===== src/rtl/cfg_master_pkg.sv =====
`timescale 1ns/1ps
package cfg_master_pkg;
   typedef enum logic [2:0] {
      ST_POR,
      ST_SAMPLE,
      ST_SLAVE,
      ST_PREP,
      ST_SHIFT,
      ST_WAIT,
      ST_DONE,
      ST_ERR
   } cfg_state_e;
endpackage


===== src/rtl/cfg_wait_ctr.sv =====
`timescale 1ns/1ps
module cfg_wait_ctr #(
   parameter int unsigned W = 8,
   parameter logic [W-1:0] RST_VAL = '0
) (
   input  logic         clk,
   input  logic         rst,
   input  logic         load_i,
   input  logic [W-1:0] load_val_i,
   input  logic         dec_i,
   output logic         expired_o
);
   logic [W-1:0] cnt_q;

   always_ff @(posedge clk) begin
      if (rst)
         cnt_q <= RST_VAL;
      else if (load_i)
         cnt_q <= load_val_i;
      else if (dec_i && cnt_q != '0)
         cnt_q <= cnt_q - 1'b1;
   end

   assign expired_o = (cnt_q == '0);
endmodule


===== src/rtl/cfg_sclk_gen.sv =====
`timescale 1ns/1ps
module cfg_sclk_gen #(
   parameter int unsigned HALF = 2
) (
   input  logic clk,
   input  logic rst,
   input  logic run_i,
   output logic sclk_o,
   output logic rise_o,
   output logic fall_o
);
   logic sclk_q;
   logic edge_due;

   if (HALF < 1) begin : g_bad_half
      $error("cfg_sclk_gen: HALF must be at least 1");
   end

   if (HALF == 1) begin : g_toggle
      assign edge_due = 1'b1;
      always_ff @(posedge clk) begin
         if (rst || !run_i) sclk_q <= 1'b0;
         else               sclk_q <= ~sclk_q;
      end
   end else begin : g_count
      localparam int unsigned CW = $clog2(HALF);
      logic [CW-1:0] cnt_q;
      assign edge_due = (cnt_q == CW'(HALF - 1));
      always_ff @(posedge clk) begin
         if (rst || !run_i) begin
            cnt_q  <= '0;
            sclk_q <= 1'b0;
         end else if (edge_due) begin
            cnt_q  <= '0;
            sclk_q <= ~sclk_q;
         end else begin
            cnt_q  <= cnt_q + 1'b1;
         end
      end
   end

   assign sclk_o = sclk_q;
   assign rise_o = run_i && edge_due && !sclk_q;
   assign fall_o = run_i && edge_due && sclk_q;
endmodule


===== src/rtl/cfg_bit_shifter.sv =====
`timescale 1ns/1ps
module cfg_bit_shifter #(
   parameter int unsigned WORD_W = 8,
   parameter int unsigned ADDR_W = 4
) (
   input  logic              clk,
   input  logic              rst,
   input  logic              start_i,
   input  logic              advance_i,
   input  logic [WORD_W-1:0] mem_rdata_i,
   output logic              mem_rd_o,
   output logic [ADDR_W-1:0] mem_addr_o,
   output logic              ready_o,
   output logic              sdata_o
);
   localparam int unsigned POS_W = $clog2(WORD_W);
   localparam logic [POS_W-1:0] LAST_POS = POS_W'(WORD_W - 1);

   logic [ADDR_W-1:0] addr_q;
   logic              rd_q, pend_q, first_q, ready_q, nxt_ok_q;
   logic [WORD_W-1:0] sh_q, nxt_q;
   logic [POS_W-1:0]  pos_q;

   if (WORD_W < 2) begin : g_bad_word
      $error("cfg_bit_shifter: WORD_W must be at least 2");
   end

   always_ff @(posedge clk) begin
      if (rst) begin
         addr_q   <= '0;
         rd_q     <= 1'b0;
         pend_q   <= 1'b0;
         first_q  <= 1'b0;
         ready_q  <= 1'b0;
         nxt_ok_q <= 1'b0;
         sh_q     <= '0;
         nxt_q    <= '0;
         pos_q    <= '0;
      end else begin
         rd_q   <= 1'b0;
         pend_q <= rd_q;
         if (start_i) begin
            addr_q   <= '0;
            rd_q     <= 1'b1;
            first_q  <= 1'b1;
            ready_q  <= 1'b0;
            nxt_ok_q <= 1'b0;
            pos_q    <= '0;
         end else begin
            if (pend_q) begin
               if (first_q) begin
                  sh_q    <= mem_rdata_i;
                  first_q <= 1'b0;
                  ready_q <= 1'b1;
                  rd_q    <= 1'b1;
                  addr_q  <= addr_q + 1'b1;
               end else begin
                  nxt_q    <= mem_rdata_i;
                  nxt_ok_q <= 1'b1;
               end
            end
            if (advance_i) begin
               if (pos_q == LAST_POS) begin
                  sh_q     <= nxt_q;
                  pos_q    <= '0;
                  nxt_ok_q <= 1'b0;
                  rd_q     <= 1'b1;
                  addr_q   <= addr_q + 1'b1;
               end else begin
                  sh_q  <= sh_q >> 1;
                  pos_q <= pos_q + 1'b1;
               end
            end
         end
      end
   end

   // A word boundary may only be crossed once the next word has arrived.
   assert_prefetch_ready_R3: assert property (@(posedge clk) disable iff (rst)
      (advance_i && pos_q == LAST_POS) |-> nxt_ok_q);

   assign mem_rd_o   = rd_q;
   assign mem_addr_o = addr_q;
   assign ready_o    = ready_q;
   assign sdata_o    = sh_q[0];
endmodule


===== src/rtl/cfg_serial_master.sv =====
`timescale 1ns/1ps
module cfg_serial_master import cfg_master_pkg::*; #(
   parameter int unsigned POR_CYCLES = 50_000_000,
   parameter int unsigned CLK_DIV    = 4,
   parameter int unsigned BITS       = 1_048_576,
   parameter int unsigned WORD_W     = 8,
   parameter int unsigned DONE_WAIT  = 16,
   parameter int unsigned ERR_PULSE  = 8,
   localparam int unsigned WORDS     = (BITS + WORD_W - 1) / WORD_W,
   localparam int unsigned ADDR_W    = (WORDS > 1) ? $clog2(WORDS) : 1
) (
   input  logic              clk,
   input  logic              rst,
   input  logic              restart_en_i,
   input  logic              sel_n_i,
   input  logic [WORD_W-1:0] mem_rdata_i,
   output logic              mem_rd_o,
   output logic [ADDR_W-1:0] mem_addr_o,
   output logic              oe_low_o,
   output logic              sclk_o,
   output logic              sclk_oe_o,
   output logic              sdata_o,
   output logic              sdata_oe_o,
   output logic              busy_o,
   output logic              done_o,
   output logic              err_o,
   output logic              slave_o
);
   localparam int unsigned HALF    = CLK_DIV / 2;
   localparam int unsigned BIT_W   = $clog2(BITS);
   localparam int unsigned POR_W   = $clog2(POR_CYCLES + 1);
   localparam int unsigned ERR_CYC = ERR_PULSE * CLK_DIV;
   localparam int unsigned ERR_W   = $clog2(ERR_CYC + 1);
   localparam int unsigned WAIT_W  = $clog2(DONE_WAIT + 1);
   localparam logic [BIT_W-1:0] LAST_BIT = BIT_W'(BITS - 1);

   if (CLK_DIV < 2 || (CLK_DIV % 2) != 0) begin : g_bad_div
      $error("cfg_serial_master: CLK_DIV must be even and at least 2");
   end
   if (POR_CYCLES < 2) begin : g_bad_por
      $error("cfg_serial_master: POR_CYCLES must be at least 2");
   end
   if (BITS < 2) begin : g_bad_bits
      $error("cfg_serial_master: BITS must be at least 2");
   end
   if (DONE_WAIT < 1 || ERR_PULSE < 1) begin : g_bad_wait
      $error("cfg_serial_master: DONE_WAIT and ERR_PULSE must be at least 1");
   end

   cfg_state_e       state_q, state_d;
   logic [BIT_W-1:0] bit_idx_q;
   logic por_exp, err_exp, wait_exp;
   logic rise, fall, run, start, advance, ready;
   logic err_load, wait_load;

   // ---------------- sequencing ----------------
   always_comb begin
      state_d = state_q;
      unique case (state_q)
         ST_POR:    if (por_exp) state_d = ST_SAMPLE;
         ST_SAMPLE: state_d = sel_n_i ? ST_SLAVE : ST_PREP;
         ST_SLAVE:  state_d = ST_SLAVE;
         ST_PREP: begin
            if (sel_n_i)    state_d = ST_ERR;
            else if (ready) state_d = ST_SHIFT;
         end
         ST_SHIFT: begin
            if (sel_n_i)                           state_d = ST_ERR;
            else if (rise && bit_idx_q == LAST_BIT) state_d = ST_WAIT;
         end
         ST_WAIT: begin
            if (sel_n_i)       state_d = ST_DONE;
            else if (wait_exp) state_d = ST_ERR;
         end
         ST_DONE:   state_d = ST_DONE;
         ST_ERR:    if (err_exp && restart_en_i) state_d = ST_SAMPLE;
         default:   state_d = ST_POR;
      endcase
   end

   always_ff @(posedge clk) begin
      if (rst) state_q <= ST_POR;
      else     state_q <= state_d;
   end

   assign start     = (state_q == ST_SAMPLE) && !sel_n_i;
   assign run       = (state_q == ST_SHIFT) || (state_q == ST_WAIT);
   assign advance   = fall && (state_q == ST_SHIFT);
   assign err_load  = (state_d == ST_ERR) && (state_q != ST_ERR);
   assign wait_load = (state_q == ST_SHIFT) && (state_d == ST_WAIT);

   always_ff @(posedge clk) begin
      if (rst || start) bit_idx_q <= '0;
      else if (advance) bit_idx_q <= bit_idx_q + 1'b1;
   end

   // ---------------- timers ----------------
   cfg_wait_ctr #(.W(POR_W), .RST_VAL(POR_W'(POR_CYCLES - 1))) u_por_ctr (
      .clk(clk), .rst(rst), .load_i(1'b0), .load_val_i('0),
      .dec_i(state_q == ST_POR), .expired_o(por_exp));

   cfg_wait_ctr #(.W(ERR_W), .RST_VAL('0)) u_err_ctr (
      .clk(clk), .rst(rst), .load_i(err_load), .load_val_i(ERR_W'(ERR_CYC - 1)),
      .dec_i(state_q == ST_ERR), .expired_o(err_exp));

   cfg_wait_ctr #(.W(WAIT_W), .RST_VAL('0)) u_wait_ctr (
      .clk(clk), .rst(rst), .load_i(wait_load), .load_val_i(WAIT_W'(DONE_WAIT)),
      .dec_i(rise && state_q == ST_WAIT), .expired_o(wait_exp));

   // ---------------- clock and data path ----------------
   cfg_sclk_gen #(.HALF(HALF)) u_sclk (
      .clk(clk), .rst(rst), .run_i(run),
      .sclk_o(sclk_o), .rise_o(rise), .fall_o(fall));

   cfg_bit_shifter #(.WORD_W(WORD_W), .ADDR_W(ADDR_W)) u_shift (
      .clk(clk), .rst(rst), .start_i(start), .advance_i(advance),
      .mem_rdata_i(mem_rdata_i), .mem_rd_o(mem_rd_o), .mem_addr_o(mem_addr_o),
      .ready_o(ready), .sdata_o(sdata_o));

   // ---------------- pins and status ----------------
   assign oe_low_o   = (state_q == ST_POR) || (state_q == ST_ERR);
   assign sclk_oe_o  = (state_q != ST_SLAVE);
   assign sdata_oe_o = (state_q != ST_SLAVE);
   assign busy_o     = (state_q == ST_PREP) || (state_q == ST_SHIFT) || (state_q == ST_WAIT);
   assign done_o     = (state_q == ST_DONE);
   assign err_o      = (state_q == ST_ERR);
   assign slave_o    = (state_q == ST_SLAVE);

   // ---------------- assertions ----------------
   assert_slave_quiet_R2: assert property (@(posedge clk) disable iff (rst)
      (state_q == ST_SLAVE) |-> (!mem_rd_o && !sclk_o));

   assert_bit_range_R3: assert property (@(posedge clk) disable iff (rst)
      (state_q == ST_SHIFT) |-> (bit_idx_q <= LAST_BIT));

   assert_data_hold_R5: assert property (@(posedge clk) disable iff (rst)
      (sclk_o && $past(sclk_o)) |-> $stable(sdata_o));

   assert_idle_clock_R7: assert property (@(posedge clk) disable iff (rst)
      (state_q == ST_DONE && $past(state_q) == ST_DONE) |-> !sclk_o);

   assert_timeout_cause_R8: assert property (@(posedge clk) disable iff (rst)
      (state_q == ST_ERR && $past(state_q) == ST_WAIT) |-> ($past(wait_exp) && !$past(sel_n_i)));

   assert_min_pulse_R9: assert property (@(posedge clk) disable iff (rst)
      (state_q == ST_SAMPLE && $past(state_q) == ST_ERR) |-> $past(err_exp));

   assert_err_sticky_R10: assert property (@(posedge clk) disable iff (rst)
      (state_q == ST_ERR && !restart_en_i) |=> (state_q == ST_ERR));
endmodule


===== config.mk =====
export PLATFORM = sky130hd
export DESIGN_NAME = cfg_serial_master
export DESIGN_NICKNAME = d
export VERILOG_FILES = /design/src/rtl/cfg_master_pkg.sv /design/src/rtl/cfg_wait_ctr.sv /design/src/rtl/cfg_sclk_gen.sv /design/src/rtl/cfg_bit_shifter.sv /design/src/rtl/cfg_serial_master.sv
export SDC_FILE = /design/constraint.sdc
export NUM_CORES = 1
export LEC_CHECK = 0
export BUFFER_PORTS_ARGS = -buffer_cell sky130_fd_sc_hd__buf_2
export CAP_MARGIN = 20
export CORE_MARGIN = 2
export CORE_UTILIZATION = 45
export CTS_BUF_LIST = sky130_fd_sc_hd__clkbuf_16
export DETAILED_ROUTE_END_ITERATION = 7
export GPL_ROUTABILITY_DRIVEN = 0
export GPL_TIMING_DRIVEN = 0
export PLACE_DENSITY = 0.64
export RECOVER_POWER = 50
export SETUP_SLACK_MARGIN = 0.5
export SYNTH_ARGS = -nofsm -noshare
export SYNTH_HDL_FRONTEND = slang
export SYNTH_SLANG_ARGS = --single-unit

===== constraint.sdc =====
create_clock -name clk -period 2.8 [get_ports clk]
set_input_delay 0.56 -clock clk [delete_from_list [all_inputs] [get_ports clk]]
set_output_delay 0.56 -clock clk [all_outputs]
set_load 0.005 [all_outputs]

==> qor.yml <==
sta:
  grt_setup_unrepaired: "yes"
  skew_ns: 0.008801
  period_share: 0.8871
  hold_viol_final: 0
  layout_min_cycle_time_ns: 2.484
  setup_slack_ns: 0.3162
  finalSetupViolCount: 0
  tns_ns: 0
  slew_violations: 0
  maxSlewHeadroom: 0.4614
  worst_pin_slew_ns: 0.8079
  fmax_ghz: 0.4026
logic_synthesis:
  synth_top_family_by_area: "simple AND/OR/NAND/NOR gates"
  seq_area_frac_synth: 0.4273
  synth_nets: 583
  synthFlopType: "dfxtp_1"
  synthXorXnorAreaFrac: 0.08981
  syn_inst: 561
  yosysWarnings: 0
  synth_edf_count: 0
  synth_seq_cells: 102
  syn_area_per_cell_um2: 8.518
  async_flop_share: 0
  netlist_area_mm2: 0.004778
  synth-simple-area-share: 0.2679
  synth_cell_type_count: 50
  synth-adder-area-share: 0.02618
  synthMuxAreaShare: 0.03352
  synth_compound_area_frac: 0.1121
critical_path:
  startpoint_type: "flop"
  reg2reg_from: "u_por_ctr.cnt_q[4]"
  path_class: "flop to flop"
  critPathRequiredTime_ns: 3.08
  reg2reg_slack_ns: 0.32
  crit_arrival_ns: 2.76
  end_kind: "flop"
  reg2reg_to: "u_por_ctr.cnt_q[16]"
  path_max_fanout: 6
  r2r_cells: 7
cells_and_area:
  multi_input_area_mm2: 0.002690
  syn2layout_area_growth_pct: 22.49
  diodes: 0
  n_fill_cell: 927
  regArea_mm2: 0.002048
  drive_gt1_frac: 0.1881
  fin_nets: 655
  final_cells: 774
global_route:
  grt_pass1_vias: 3984
  met3_usage: 0.05532
  grt.total_usage: 0.1984
  grt_overflow: 0
  grt_max_degree: 18
  grt_pass1_wl_um: 18420
  antenna_found_initial: 0
  grtUsageMet2: 0.3156
  met1_usage: 0.2598
  busiest_layer: "met2"
clock_tree:
  root_buffer: "clkbuf_16"
  clk_path_buf_depth: 2
  cts_inserted_buffers: 9
  clock-sinks: 102
  clk_latency_ns: 0.35
  cts-hold-fix-buffers: 0
  htree_levels: 3
  path_clk_slew_ns: 0.07
  cts_tree: "built"
hold_path:
  whs_path_depth: 2
  hold_path.startpoint: "u_shift.sh_q[2]"
  hold_end: "u_shift.sh_q[2]"
  hold_path_class: "flop to flop"
drt:
  wire_per_inst_um: 14.46
  drt_iter0_drc: 239
  routed_wirelength_um: 11190
  dr.pass1.iters: 4
  drc_errors: 0
  vias_per_cell: 5.410
  routed-via-count: 4187
  ant_nets: 0
pwr:
  peakVddDrop_uv: 430.7
  powerDensity_mw_per_mm2: 459.3
  p_total_mw: 2.688
  power.leakage_nw: 1.979
die:
  rows: 37
  die_w_um: 107.0
  fp.dieArea_mm2: 0.01146
  die_height_um: 107.0
  io_pins: 39
  start_util: 0.4629
  core_mm2: 0.01032
place:
  place_ws_ns: 0.04220
  dpl.hpwl_um: 7275
  io_buffers: 38
  dpl.cell_count: 735
job:
  maxCapViolCount: 0
outcome:
  outcome: "finished clean"
-- critical path, stage by stage (launching register included) --
cell and delay (ns):
dfxtp_2 0.32, or4_4 0.53, or4_4 0.42, buf_6 0.15, or2_0 0.19, buf_4 0.16, or4_4 0.51, a21oi_2 0.13
-- per-layer routing --
metal | wire, um | part of all wire
met5 | 0 | 0
met4 | 83 | 0.0074
met3 | 494 | 0.044
met2 | 5279 | 0.47
met1 | 5336 | 0.48
-- power breakdown --
group	switching [mW]	internal [mW]
Combinational	0.0449	0.0182
Clock	0.564	0.606
Sequential	0.00196	1.45
-- registers in the layout (all words and copies together) (netlist names) --
| name | flops |
|---|---|
| u_por_ctr.cnt_q | 26 |
| bit_idx_q | 20 |
| u_shift.mem_addr_o | 17 |
| u_shift.nxt_q | 8 |
| u_shift.sh_q | 8 |
| u_err_ctr.cnt_q | 6 |
| u_wait_ctr.cnt_q | 5 |
| state_q | 3 |
| u_shift.pos_q | 3 |
| u_sclk.edge_due | 1 |
| u_sclk.sclk_o | 1 |
| u_shift.first_q | 1 |
| u_shift.mem_rd_o | 1 |
| u_shift.pend_q | 1 |
| u_shift.ready_o | 1 |
-- placed cells by master (no fill, tap or decap), types with 4 or more instances in the layout --
cell,n
buf_6,9
nor2b_1,8
nor4_1,12
o211ai_1,11
ha_1,10
buf_2,31
nand3_2,4
a21oi_1,27
clkbuf_1,23
mux2i_1,16
nor4b_1,5
o21ai_0,10
nand4_1,6
xor2_1,8
nand3_1,23
nor2_1,67
buf_4,17
xnor2_1,40
or2_2,4
or4_1,5
o31ai_1,11
dfxtp_1,97
nand2_1,47
or4_4,9
clkbuf_16,10
nor3_1,20
inv_1,21
dfxtp_2,5
clkbuf_2,4
a21oi_2,6
and4_1,4
or3_1,13
-- worst max-delay path by stage --
stage	cells past startpoint	slack, ns	startpoint	to
5_1_grt	8	0.14	u_shift.pos_q[0]	u_shift.mem_addr_o[7]
2_1_floorplan	7	0.40	u_por_ctr.cnt_q[4]	u_por_ctr.cnt_q[19]
3_3_place_gp	8	0.05	u_shift.pos_q[0]	u_shift.mem_addr_o[5]
4_1_cts	7	0.34	u_por_ctr.cnt_q[10]	u_por_ctr.cnt_q[16]
6_report	7	0.32	u_por_ctr.cnt_q[4]	u_por_ctr.cnt_q[16]
3_5_place_dp	8	0.04	u_shift.pos_q[0]	u_shift.mem_addr_o[7]
-- cell families (layout without fill, tap and decap cells) --
family | Yosys count | in the layout
and+or+nand+nor | 249 | 249
xor gates and xnor gates | 49 | 49
muxes | 16 | 16
buffers and inverters | 51 | 128
DFF | 102 | 102
AOI/OAI and AO/OA | 84 | 84
adders and majority gates | 10 | 10
-- cell usage after synthesis (14+ instances only) --
cell type	n	area (um^2)
a21oi_1	33	165.2
clkbuf_1	18	67.56
dfxtp_1	102	2042
inv_1	21	78.83
mux2i_1	16	160.2
nand2_1	47	176.4
nand3_1	27	135.1
nor2_1	67	251.5
nor3_1	20	100.1
nor4_1	15	93.84
o31ai_1	14	105.1
xnor2_1	41	359.1
-- metrics by stage --
stage	utilization	hold WS (ns)	cell area (um^2)
after floorplan	-	0.4357	4791
after global placement	0.4990	0.4445	5151
after detailed placement	0.4990	0.4472	5151
after CTS	0.5427	0.4485	5603
after global routing	0.5670	0.4598	5853
final	0.5670	0.4564	5853
-- final cells by class --
class / count / share of cell area
Sequential cell: 102 / 0.3499
Clock buffer: 9 / 0.03848
Clock inverter: 7 / 0.008337
Tap cell: 136 / 0.02907
Inverter: 22 / 0.01411
Buffer: 29 / 0.02993
Timing Repair Buffer: 61 / 0.07054
Multi-Input combinational cell: 408 / 0.4596
-- timing repair --
action | in CTS | in global routing
gates resized for setup | 21 | 60
pin swaps | 2 | 14
cloned | 1 | 1
buffers inserted | 11 | 10
endpoints found under the setup margin | 58 | 63
Power figures use the tool's default switching activity.
